**config.mk**
```make
export PLATFORM = sky130hd
export DESIGN_NAME = evtmr_pair
export DESIGN_NICKNAME = d
export VERILOG_FILES = /design/src/rtl/tmr_pkg.sv /design/src/rtl/tmr_sync_edge.sv /design/src/rtl/tmr_prescale.sv /design/src/rtl/tmr_fsm.sv /design/src/rtl/evtmr_pair.sv
export SDC_FILE = /design/constraint.sdc
export NUM_CORES = 1
export LEC_CHECK = 0
export CORE_UTILIZATION = 40
export CTS_CLUSTER_SIZE = 20
export DETAILED_ROUTE_END_ITERATION = 7
export GPL_ROUTABILITY_DRIVEN = 0
export SLEW_MARGIN = 20
export SYNTH_ARGS = -nofsm -noshare
export SYNTH_HDL_FRONTEND = slang
export SYNTH_SLANG_ARGS = --single-unit
```
**constraint.sdc**
```tcl
create_clock -name clk -period 4 [get_ports clk]
set_clock_uncertainty 0.15 [all_clocks]
set_input_delay 0.8 -clock clk [delete_from_list [all_inputs] [get_ports clk]]
set_output_delay 0.8 -clock clk [all_outputs]
set_load 0.01 [all_outputs]
```
**src/rtl/tmr_pkg.sv**
```systemverilog
package tmr_pkg;

    typedef enum logic [1:0] {
        ST_IDLE  = 2'd0,
        ST_MATCH = 2'd1,
        ST_FREE  = 2'd2,
        ST_SLAVE = 2'd3
    } tmr_state_e;

    localparam logic [2:0] SEL_EXT = 3'd7;

    localparam logic [1:0] REG_CTRL  = 2'd0;
    localparam logic [1:0] REG_DATA  = 2'd1;
    localparam logic [1:0] REG_COUNT = 2'd2;
    localparam logic [1:0] REG_CAPT  = 2'd3;

    localparam int CB_START = 3;
    localparam int CB_CLEAR = 4;
    localparam int CB_CAPM  = 5;
    localparam int CB_CHAIN = 6;

    typedef struct packed {
        logic       chain;
        logic       capm;
        logic       start;
        logic [2:0] sel;
    } tmr_ctrl_t;

    // log2 of the prescale ratio for each internal clock-select code
    function automatic logic [3:0] sel_log2(input logic [2:0] sel);
        logic [3:0] r;
        case (sel)
            3'd0:    r = 4'd1;
            3'd1:    r = 4'd2;
            3'd2:    r = 4'd3;
            3'd3:    r = 4'd5;
            3'd4:    r = 4'd7;
            3'd5:    r = 4'd9;
            3'd6:    r = 4'd11;
            default: r = 4'd1;
        endcase
        return r;
    endfunction

endpackage

```
**src/rtl/tmr_sync_edge.sv**
```systemverilog
module tmr_sync_edge #(
    parameter int STAGES = 2
) (
    input  logic clk,
    input  logic rst_n,
    input  logic pin,
    output logic rise
);
    // sh[STAGES-1] is the synchronized level, sh[STAGES] its previous value
    logic [STAGES:0] sh;

    always_ff @(posedge clk or negedge rst_n) begin
        if (!rst_n) begin
            sh <= '0;
        end else begin
            sh <= {sh[STAGES-1:0], pin};
        end
    end

    assign rise = sh[STAGES-1] & ~sh[STAGES];
endmodule

```
**src/rtl/tmr_prescale.sv**
```systemverilog
module tmr_prescale
    import tmr_pkg::*;
#(
    parameter int PRE_W = 11
) (
    input  logic       clk,
    input  logic       rst_n,
    input  logic       clk_en,
    input  logic       hold,
    input  logic [2:0] sel,
    output logic       tick
);
    logic [PRE_W-1:0] pre_q;
    logic [PRE_W-1:0] mask;
    logic [3:0]       shamt;

    always_ff @(posedge clk or negedge rst_n) begin
        if (!rst_n) begin
            pre_q <= '0;
        end else if (hold) begin
            pre_q <= '0;
        end else if (clk_en) begin
            pre_q <= pre_q + PRE_W'(1);
        end
    end

    always_comb begin
        shamt = sel_log2(sel);
        mask  = (PRE_W'(1) << shamt) - PRE_W'(1);
        tick  = clk_en & ~hold & ((pre_q & mask) == mask);
    end
endmodule

```
**src/rtl/tmr_fsm.sv**
```systemverilog
module tmr_fsm
    import tmr_pkg::*;
(
    input  logic clk,
    input  logic rst_n,
    input  logic start,
    input  logic capm,
    input  logic slave,
    output logic cnt_en,
    output logic cmp_en,
    output logic cap_en,
    output logic is_slave
);
    tmr_state_e state_q;
    tmr_state_e state_d;

    always_ff @(posedge clk or negedge rst_n) begin
        if (!rst_n) begin
            state_q <= ST_IDLE;
        end else begin
            state_q <= state_d;
        end
    end

    always_comb begin
        state_d = state_q;
        unique case (state_q)
            ST_IDLE: begin
                if (slave)              state_d = ST_SLAVE;
                else if (start && capm) state_d = ST_FREE;
                else if (start)         state_d = ST_MATCH;
            end
            ST_MATCH: begin
                if (slave)       state_d = ST_SLAVE;
                else if (!start) state_d = ST_IDLE;
                else if (capm)   state_d = ST_FREE;
            end
            ST_FREE: begin
                if (slave)       state_d = ST_SLAVE;
                else if (!start) state_d = ST_IDLE;
                else if (!capm)  state_d = ST_MATCH;
            end
            ST_SLAVE: begin
                if (!slave)      state_d = ST_IDLE;
            end
        endcase
    end

    always_comb begin
        cnt_en   = 1'b0;
        cmp_en   = 1'b0;
        cap_en   = 1'b0;
        is_slave = 1'b0;
        unique case (state_q)
            ST_IDLE:  ;
            ST_MATCH: begin cnt_en = 1'b1; cmp_en = 1'b1; end
            ST_FREE:  begin cnt_en = 1'b1; cap_en = 1'b1; end
            ST_SLAVE: is_slave = 1'b1;
        endcase
    end
endmodule

```
**src/rtl/evtmr_pair.sv**
```systemverilog
module evtmr_pair
    import tmr_pkg::*;
#(
    parameter int CNT_W       = 8,
    parameter int PRE_W       = 11,
    parameter int SYNC_STAGES = 2
) (
    input  logic             clk,
    input  logic             rst_n,
    input  logic             clk_en,
    input  logic [2:0]       bus_addr,
    input  logic             bus_we,
    input  logic [CNT_W-1:0] bus_wdata,
    output logic [CNT_W-1:0] bus_rdata,
    input  logic [1:0]       evt_pin,
    input  logic [1:0]       cap_pin,
    output logic [1:0]       irq
);
    localparam int NUM   = 2;
    localparam int CTL_W = $bits(tmr_ctrl_t) + 1;

    tmr_ctrl_t        ctrl_q [NUM];
    logic [CNT_W-1:0] data_q [NUM];
    logic [CNT_W-1:0] cnt_q  [NUM];
    logic [CNT_W-1:0] cnt_d  [NUM];
    logic [CNT_W-1:0] cap_q  [NUM];

    logic [NUM-1:0] ctrl_wr, data_wr, clr_wr;
    logic [NUM-1:0] evt_rise, cap_rise, pre_tick, tick, hit, cap_hit;
    logic [NUM-1:0] cnt_en, cmp_en, cap_en, is_slave;
    logic [NUM-1:0] irq_q;
    logic           chained, eq0, carry0;

    // bus write decode
    always_comb begin
        for (int i = 0; i < NUM; i++) begin
            ctrl_wr[i] = bus_we && (bus_addr[2] == 1'(i)) && (bus_addr[1:0] == REG_CTRL);
            data_wr[i] = bus_we && (bus_addr[2] == 1'(i)) && (bus_addr[1:0] == REG_DATA);
            clr_wr[i]  = ctrl_wr[i] && bus_wdata[CB_CLEAR];
        end
    end

    always_ff @(posedge clk or negedge rst_n) begin
        if (!rst_n) begin
            for (int i = 0; i < NUM; i++) begin
                ctrl_q[i] <= '0;
                data_q[i] <= '0;
            end
        end else begin
            for (int i = 0; i < NUM; i++) begin
                if (ctrl_wr[i]) begin
                    ctrl_q[i].chain <= (i == 0) ? bus_wdata[CB_CHAIN] : 1'b0;
                    ctrl_q[i].capm  <= bus_wdata[CB_CAPM];
                    ctrl_q[i].start <= bus_wdata[CB_START];
                    ctrl_q[i].sel   <= bus_wdata[2:0];
                end
                if (data_wr[i]) begin
                    data_q[i] <= bus_wdata;
                end
            end
        end
    end

    // per-timer synchronizers, prescaler and control state machine
    for (genvar g = 0; g < NUM; g++) begin : g_tmr
        tmr_sync_edge #(.STAGES(SYNC_STAGES)) u_evt (
            .clk   (clk),
            .rst_n (rst_n),
            .pin   (evt_pin[g]),
            .rise  (evt_rise[g])
        );
        tmr_sync_edge #(.STAGES(SYNC_STAGES)) u_cap (
            .clk   (clk),
            .rst_n (rst_n),
            .pin   (cap_pin[g]),
            .rise  (cap_rise[g])
        );
        tmr_prescale #(.PRE_W(PRE_W)) u_pre (
            .clk    (clk),
            .rst_n  (rst_n),
            .clk_en (clk_en),
            .hold   (~cnt_en[g] | clr_wr[g]),
            .sel    (ctrl_q[g].sel),
            .tick   (pre_tick[g])
        );
        tmr_fsm u_fsm (
            .clk      (clk),
            .rst_n    (rst_n),
            .start    (ctrl_q[g].start),
            .capm     (ctrl_q[g].capm),
            .slave    ((g != 0) && ctrl_q[0].chain),
            .cnt_en   (cnt_en[g]),
            .cmp_en   (cmp_en[g]),
            .cap_en   (cap_en[g]),
            .is_slave (is_slave[g])
        );
    end

    // count next-state, match and chaining
    always_comb begin
        chained = is_slave[1];
        for (int i = 0; i < NUM; i++) begin
            tick[i] = cnt_en[i] & ((ctrl_q[i].sel == SEL_EXT) ? evt_rise[i] : pre_tick[i]);
            cap_hit[i] = cap_en[i] & cap_rise[i];
        end
        eq0    = chained ? ({cnt_q[1], cnt_q[0]} == {data_q[1], data_q[0]})
                         : (cnt_q[0] == data_q[0]);
        hit[0] = tick[0] & cmp_en[0] & eq0;
        hit[1] = tick[1] & cmp_en[1] & (cnt_q[1] == data_q[1]);
        carry0 = tick[0] & (cnt_q[0] == {CNT_W{1'b1}});

        if (clr_wr[0] || hit[0])  cnt_d[0] = '0;
        else if (tick[0])         cnt_d[0] = cnt_q[0] + CNT_W'(1);
        else                      cnt_d[0] = cnt_q[0];

        if (chained) begin
            if (clr_wr[0] || clr_wr[1] || hit[0]) cnt_d[1] = '0;
            else if (carry0)                      cnt_d[1] = cnt_q[1] + CNT_W'(1);
            else                                  cnt_d[1] = cnt_q[1];
        end else begin
            if (clr_wr[1] || hit[1])  cnt_d[1] = '0;
            else if (tick[1])         cnt_d[1] = cnt_q[1] + CNT_W'(1);
            else                      cnt_d[1] = cnt_q[1];
        end
    end

    always_ff @(posedge clk or negedge rst_n) begin
        if (!rst_n) begin
            for (int i = 0; i < NUM; i++) begin
                cnt_q[i] <= '0;
                cap_q[i] <= '0;
            end
            irq_q <= '0;
        end else begin
            for (int i = 0; i < NUM; i++) begin
                cnt_q[i] <= cnt_d[i];
            end
            if (cap_hit[0]) begin
                cap_q[0] <= cnt_q[0];
                if (chained) cap_q[1] <= cnt_q[1];
            end
            if (cap_hit[1]) begin
                cap_q[1] <= cnt_q[1];
            end
            irq_q <= hit;
        end
    end

    assign irq = irq_q;

    // combinational read mux
    always_comb begin
        logic t;
        t = bus_addr[2];
        unique case (bus_addr[1:0])
            REG_CTRL:  bus_rdata = CNT_W'({1'b0, ctrl_q[t].chain, ctrl_q[t].capm, 1'b0,
                                          ctrl_q[t].start, ctrl_q[t].sel});
            REG_DATA:  bus_rdata = data_q[t];
            REG_COUNT: bus_rdata = cnt_q[t];
            REG_CAPT:  bus_rdata = cap_q[t];
        endcase
    end

    if (CTL_W > CNT_W) begin : g_width_check
        initial $display("evtmr_pair: CNT_W too narrow for ctrl");
    end
endmodule

```
# After elaboration in Yosys (flattened, before gate mapping)
# Index checks and enable logic that the tools add are counted.
[classes]
n_lt_le_gt_ge = 1
n_reduce_logical = 29
n_shift = 2
muxes = 57
n_bitwise = 31
eq_ne = 37
addsub = 6
[op_table]
columns = ["operator", "count"]
rows = [
  ["8-bit two-way mux", 19],
  ["4-bit one-hot mux with 6 select lines", 2],
  ["11-bit two-way mux", 4],
  ["2-bit two-way mux", 16],
  ["8-bit one-hot mux with 4 select lines", 1],
  ["3-bit equality test (second input constant)", 8],
  ["11-bit by 1-bit adder with 11-bit output (second input constant)", 2],
  ["11-bit AND", 2],
  ["11-bit equality test", 2],
  ["1-bit by 4-bit << shifter with 11-bit output (first input constant)", 2],
  ["11-bit by 2-bit subtractor with 11-bit output (second input constant)", 2],
  ["6-bit two-way mux", 3],
  ["1-bit AND", 17],
  ["8-bit by 1-bit adder with 8-bit output (second input constant)", 2],
  ["16-bit equality test", 1],
  ["8-bit equality test", 2],
  ["2-bit one-hot mux with 4 select lines", 2],
  ["2-bit equality test (second input constant)", 6],
  ["3-bit by 2-bit equality test with 1-bit output (second input constant)", 4],
  ["1-bit logical AND", 10],
  ["1-bit two-way mux", 10],
  ["2-bit nonzero test", 5],
  ["1-bit NOT", 9],
  ["8-bit equality test (second input constant)", 1],
  ["18 further kinds", 31],
]
[word_totals]
regBits = 99
input_bits = 19

# Logic depth before layout (Yosys ltp)
# Gate-level depths: netlist (run 1).
[logic_depth]
depth_word = 15
depth_mapped = 11
mapped_depth_nobuf = 10

# Modules after synthesis
# Synthesis (run 1) repeated with hierarchy kept, for this count alone.
[hier_totals]
cells_unflattened = 483
hier_area_um2 = 5485.3
[modules_own_cells]
columns = ["mod", "seq_area_each_um2", "n_inst", "cells_each", "area_per_inst_um2"]
rows = [
  ["evtmr_pair", 1526.5, 1, 263, 3255.6],
  ["tmr_prescale", 275.3, 2, 74, 683.2],
  ["tmr_fsm", 50.0, 2, 28, 254.0],
  ["tmr_sync_edge", 75.1, 4, 4, 88.8],
]

# Worst setup path after synthesis (run 1)
# Ideal clock, no wire load.
[synth_path]
path_type = "input port to output port"
startpoint = "input bus_addr[1]"
endpoint = "output bus_rdata[2]"
t_arrival_ns = 2.143
required_time_ns = 3.050
path_slack_ns = 0.907
stages = 4
cell_sequence = "buf_4 buf_1 mux4_2 mux2_2"
[synth_via]
elab_chain_len = 2
[synth_lines]
columns = ["element", "line_no", "source"]
rows = [
  ["start, declared", "evtmr_pair.sv:11", "input logic [2:0] bus_addr,"],
  ["2-bit equality test (tied with other cells)", "evtmr_pair.sv:155", "unique case (bus_addr[1:0])"],
  ["8-bit one-hot mux with 4 select lines *", "evtmr_pair.sv:155", ""],
  ["end, declared", "evtmr_pair.sv:14", "output logic [CNT_W-1:0] bus_rdata,"],
]
# Mark *: on every way between the ends. The rest lies on a longest branch, timed or not.

# Worst setup path in the final report (run 1)
[layout_path]
startpoint = "input bus_addr[0]"
endpoint = "output bus_rdata[6]"
# Same word-level chain as after synthesis.

==> results.txt, run 1 <==
Hold crit path type -> register to register
I/O pins -> 29
Critical Path End Type -> output port
Tightest Pin Transition -> 0.796 ns
Reg power frac -> 42.8%
Flop and latch count out of synthesis -> 99
Total routed wirelength -> 12.7 mm
NetSw -> 1.12 mW
CP startpoint kind -> primary input
Comb power frac -> 30.4%
Outcome -> completed
CTS tree -> done
Mapped Area -> 0.00539 mm^2
Antenna violations before repair -> 0
Count of cell types in the netlist -> 60
Initial DRC Count -> 284
Top FF cell, synth -> dfrtp_1
Yosys Warn Count -> 0
Area of the die -> 0.0139 mm^2
Most frequent cells in the layout -> dfrtp_1 (99), nand2_1 (53), nor2_1 (41)
DP Wirelength -> 9.47 mm
Internal cell power -> 2.15 mW
GRT Overall Usage -> 19.8%
Final ANT Viol Nets -> 0
Hold buffer count at cts -> 0
Achievable frequency -> 267 MHz
N_diodes -> 0
Vias in the first global route -> 4029
Post-CTS sizing -> 0
CTS Sinks -> 99
Final setup TNS -> 0 ns
Share of layout cells above drive strength 1 -> 17.0%
Max-slew violations -> 0
Number of fill cells -> 1230
Critical path class -> primary input to output port
Row count -> 42
Worst setup margin -> 0.257 ns
Initial Util -> 40.9%
Max Cap Viol -> 0
Data arrival time of the worst path -> 2.79 ns
Leakage -> 2.65 nW
Commonest non-fill, non-tap cell in the layout -> dfrtp_1
H-tree depth -> 3
Sw Share -> 34.1%
Clock Path Buffers -> 2
Worst-path fanout max -> 22
Synth Area per Inst -> 10.6 um^2
Final min period -> 3.74 ns
Final hold violation count -> 0
# setup viols final -> 0
Port Buffers -> 28
DR vias/cell -> 5.47
Part of the power in the clock network -> 26.8%
DR vias -> 3931
Grt ovf -> 0
Area Growth Syn to Fin -> 15.3%
Core area -> 0.0132 mm^2
Mapped Cells -> 508
Remaining DRCs -> 0
R2R setup slack -> 0.80 ns
Root Driver -> clkbuf_16
Tcrit/Tclk final -> 93.6%
Largest net degree at the start of global routing -> 54
Post-CTS Setup Bufs -> 0
Maximum vdd drop -> 0.000317 V
TritonCTS Buffers -> 9
Post-synthesis sequential area ratio -> 46.0%
Dpl ws -> 0.267 ns
DR WL/cell -> 17.7 um
Post-synth EDFFs -> 0
Chip height -> 118 um
Asr flop ratio synth -> 100%
PwrDens -> 526 mW/mm^2
WP data required -> 3.05 ns
Clock transition at path regs -> 0.06 ns
Final net count -> 571
First-pass GRT wire length -> 21.2 mm
Drt pass-1 iters -> 4
RSZ-0062 raised after global routing -> false
Worst-Skew Late Latency -> 0.35 ns
Slew headroom -> 46.6%
Die Wd -> 118 um
-- power groups by stage --
stage / sequential [mW] / combinational (mW) / clock [mW]
after floorplan: 1.29 / 0.778 / 0
after global placement: 1.41 / 0.965 / 0
after detailed placement: 1.42 / 0.994 / 0
after CTS: 1.40 / 1.00 / 0.908
after global routing: 1.42 / 1.12 / 0.939
final: 1.40 / 0.995 / 0.876
-- final timing paths --
kind	start	endpoint	cells past startpoint
worst max-delay path	bus_addr[0]	bus_rdata[6]	6
worst min-delay path	g_tmr[1].u_evt.sh[0]$_DFF_PN0_	g_tmr[1].u_evt.sh[1]$_DFF_PN0_	0
worst max register to register	ctrl_q[1]$_DFFE_PN0P_	cnt_q[3]$_DFFE_PN0P_	10
worst min register to register	g_tmr[1].u_evt.sh[0]$_DFF_PN0_	g_tmr[1].u_evt.sh[1]$_DFF_PN0_	0
max in group asynchronous	rst_n	g_tmr[1].u_pre.pre_q[7]$_DFFE_PN0P_	2
min in group asynchronous	rst_n	g_tmr[1].u_pre.pre_q[9]$_DFFE_PN0P_	1
-- synth_stat cells (3+ instances only) --
master     n  area share, %
a211oi_1   3           0.42
a21oi_1   16            1.5
a221oi_1   3           0.49
a31o_2     3           0.49
and2_1     4           0.46
and3_1    13            1.5
buf_1      3           0.21
buf_2      5           0.46
clkbuf_1  14           0.97
dfrtp_1   99             46
ha_1      15            3.5
inv_1     18            1.3
mux2_2    40            8.4
mux2i_1    7            1.3
mux4_2    11            4.6
nand2_1   53            3.7
nand2b_1   3           0.35
nand3_1    6           0.56
nand4_1    9            1.0
nor2_1    41            2.9
nor2b_1    4           0.46
nor3_1     6           0.56
o211ai_1   4           0.56
o21ai_0   26            2.4
o221ai_1   4           0.65
o311ai_0   5           0.81
o31ai_1    5           0.70
or3_1      4           0.46
xnor2_1   23            3.7
xor2_1    19            3.1
-- critical path: stages --
cell             delay, ns
clkdlybuf4s50_1       0.50
buf_12                0.17
nor2b_1               0.40
a22oi_1               0.18
a21oi_1               0.18
clkdlybuf4s50_1       0.56
-- routing by layer --
metal | track usage (%) | part of all wire [%]
met2 | 31.8 | 48
met3 | 5.23 | 4.4
met1 | 26.4 | 46
met5 | 0 | 0
met4 | 5.21 | 1.5
-- metrics by stage --
stage	utilization, %	instance area [um^2]	total power [mW]	hold slack, ns	std cells
2_1_floorplan	-	5390	2.07	0.181	509
3_3_place_gp	44.8	5910	2.37	0.184	702
3_5_place_dp	44.8	5910	2.41	0.188	702
4_1_cts	47.1	6220	3.31	0.204	718
5_1_grt	47.1	6220	3.48	0.218	718
6_report	47.1	6220	3.27	0.200	718
-- area by class of cell --
class / instances / area [um^2] / area share (%)
multi-input cells: 367 / 2740 / 44.1
clock inverters: 6 / 65.1 / 1.05
repair buffers: 42 / 408 / 6.56
inverters: 18 / 67.6 / 1.09
well taps: 176 / 220 / 3.54
clock buffers: 10 / 239 / 3.84
flip-flops and latches: 99 / 2480 / 39.8
-- logic make-up after synthesis --
family,share of synthesized area [%]
simple gates,15.0
flops,46.0
compound gates,11.2
mux,14.3
buf+inv,3.27
xor+xnor,6.82
fa+ha+maj,3.48
other cells,0.0696
-- flip-flops by register name, summed over array words and instances, names as in the netlist --
register,count
g_tmr.u_pre.pre_q,22
cap_q,16
cnt_q,16
data_q,16
ctrl_q,11
g_tmr.u_cap.sh,6
g_tmr.u_evt.sh,6
g_tmr.u_fsm.state_q,4
irq,2
No activity file was read; power rests on OpenSTA's default activity.
==> inputs of run 2 (changes only) <==
==> constraint.sdc (replaced) <==
create_clock -name clk -period 3.85 [get_ports clk]
set_clock_uncertainty 0.15 [all_clocks]
set_input_delay 0.77 -clock clk [delete_from_list [all_inputs] [get_ports clk]]
set_output_delay 0.77 -clock clk [all_outputs]
set_load 0.01 [all_outputs]
==> run 2 against run 1 <==
- combinational power increased by 5%
- worst setup slack got worse by 0.097 ns
- routed wire length decreased by 0.55%
- hold slack about the same
- sequential power increased by 4%
- register-to-register slack got worse by 0.18 ns
- clock power increased by 5.6%
- final cell count increased by 0.14%
- global-route usage decreased by 0.45 points
- power increased by 4.3%
==> results.txt, run 2 (synthesized netlist as in run 1, its figures left out) <==
CTS Sinks -> 99 (unchanged)
Grt ovf -> 0 (unchanged)
Maximum vdd drop -> 0.000319 V (+0.56%)
Post-CTS sizing -> 0 (unchanged)
Final hold violation count -> 0 (unchanged)
CP startpoint kind -> primary input
Chip height -> 118 um (unchanged)
Worst-Skew Late Latency -> 0.35 ns (about the same)
I/O pins -> 29 (unchanged)
Critical Path End Type -> output port
Row count -> 42 (unchanged)
Leakage -> 2.66 nW (+0.38%)
Clock transition at path regs -> 0.07 ns (about the same)
Worst-path fanout max -> 20 (-9.1%)
Hold buffer count at cts -> 0 (unchanged)
Tightest Pin Transition -> 0.824 ns (+0.0284 ns)
Dpl ws -> 0.174 ns (-0.0931 ns)
Slew headroom -> 44.5% (-2.1 points)
Final core occ -> 47.2% (+0.095 points)
Most frequent cells in the layout -> dfrtp_1 (99), nand2_1 (53), nor2_1 (41)
Final ANT Viol Nets -> 0 (unchanged)
DR vias -> 3912 (-0.48%)
Final min period -> 3.69 ns
Max reg flops -> 22 (unchanged)
Final setup TNS -> 0 ns (unchanged)
Achievable frequency -> 271 MHz
Final net count -> 572 (+0.18%)
Clock Path Buffers -> 2 (unchanged)
Share of layout cells above drive strength 1 -> 16.9% (-0.031 points)
# setup viols final -> 0 (unchanged)
DR WL/cell -> 17.6 um (-0.69%)
Area of the die -> 0.0139 mm^2 (unchanged)
TritonCTS Buffers -> 9 (unchanged)
Remaining DRCs -> 0 (unchanged)
Max-slew violations -> 0 (unchanged)
PwrDens -> 548 mW/mm^2 (+4.1%)
Total routed wirelength -> 12.7 mm (-0.55%)
N_diodes -> 0 (unchanged)
Area Growth Syn to Fin -> 15.6%
Commonest non-fill, non-tap cell in the layout -> dfrtp_1
First-pass GRT wire length -> 20.8 mm (-2.1%)
Initial DRC Count -> 325 (+14%)
GRT Overall Usage -> 19.3% (-0.45 points)
Antenna violations before repair -> 0 (unchanged)
H-tree depth -> 3 (unchanged)
WP data required -> 2.93 ns (-0.12 ns)
Drt pass-1 iters -> 4 (unchanged)
Tcrit/Tclk final -> 95.9%
DR vias/cell -> 5.44 (-0.62%)
Die Wd -> 118 um (unchanged)
Core area -> 0.0132 mm^2 (unchanged)
Critical path class -> primary input to output port
Initial Util -> 40.9% (unchanged)
RSZ-0062 raised after global routing -> false
Biggest register -> g_tmr.u_pre.pre_q
Post-CTS Setup Bufs -> 0 (unchanged)
Outcome -> completed
Max Cap Viol -> 0 (unchanged)
Root Driver -> clkbuf_16
Hold crit path type -> register to register
CTS tree -> done
Worst setup margin -> 0.160 ns (-0.0970 ns)
Port Buffers -> 28 (unchanged)
DP Wirelength -> 9.25 mm (-2.3%)
Vias in the first global route -> 3843 (-4.6%)
Data arrival time of the worst path -> 2.77 ns (-0.02 ns)
Largest net degree at the start of global routing -> 81 (+50%)
## run 2: metrics by stage
step	hold WS, ns	total power, mW	cell area [um^2]	cells
5_1_grt	0.213	3.62	6230	719
3_5_place_dp	0.186	2.50	5920	703
3_3_place_gp	0.185	2.47	5920	703
2_1_floorplan	0.181	2.15	5390	509
4_1_cts	0.201	3.45	6230	719
6_report	0.200	3.41	6230	719
## run 2: final cells by class
type | count | area [um^2]
fill | 1265 | 6960
multi-input combinational | 367 | 2740
sequential | 99 | 2480
timing repair buffer | 43 | 419
clock buffer | 12 | 256
tap | 176 | 220
inverter | 18 | 67.6
clock inverter | 4 | 48.8
## run 2: worst max-delay path: stages
cell and delay [ns]:
clkdlybuf4s50_1 0.50, buf_12 0.18, mux4_2 0.53, mux2_2 0.29, clkdlybuf4s50_1 0.49
## run 2: worst paths after layout
kind	startpoint	end	slack, ns	cells past startpoint
max	bus_addr[1]	bus_rdata[0]	0.16	5
max reg2reg	ctrl_q[1]$_DFFE_PN0P_	cnt_q[3]$_DFFE_PN0P_	0.62	10
min reg2reg	g_tmr[0].u_cap.sh[0]$_DFF_PN0_	g_tmr[0].u_cap.sh[1]$_DFF_PN0_	0.20	0
min in group asynchronous	rst_n	g_tmr[1].u_pre.pre_q[9]$_DFFE_PN0P_	0.32	1
max in group asynchronous	rst_n	g_tmr[0].u_pre.pre_q[2]$_DFFE_PN0P_	2.45	2
min	g_tmr[0].u_cap.sh[0]$_DFF_PN0_	g_tmr[0].u_cap.sh[1]$_DFF_PN0_	0.20	0
## run 2: per-layer routing
| metal | share of wire [%] | vias to the layer above | global-route usage [%] | wire length (um) |
|---|---|---|---|---|
| met4 | 1.9 | 0 | 5.45 | 235 |
| met3 | 4.1 | 14 | 4.70 | 518 |
| met1 | 47 | 1953 | 27.0 | 5940 |
| met5 | 0 | - | 0 | 0 |
| li1 | - | 1867 | - | - |
| met2 | 47 | 78 | 29.8 | 5960 |
## run 2: power breakdown
group	switching (mW)	internal (mW)	total, mW
registers	0.232	1.22	1.45
clock network	0.387	0.538	0.925
logic	0.534	0.504	1.04
total	1.15	2.26	3.41
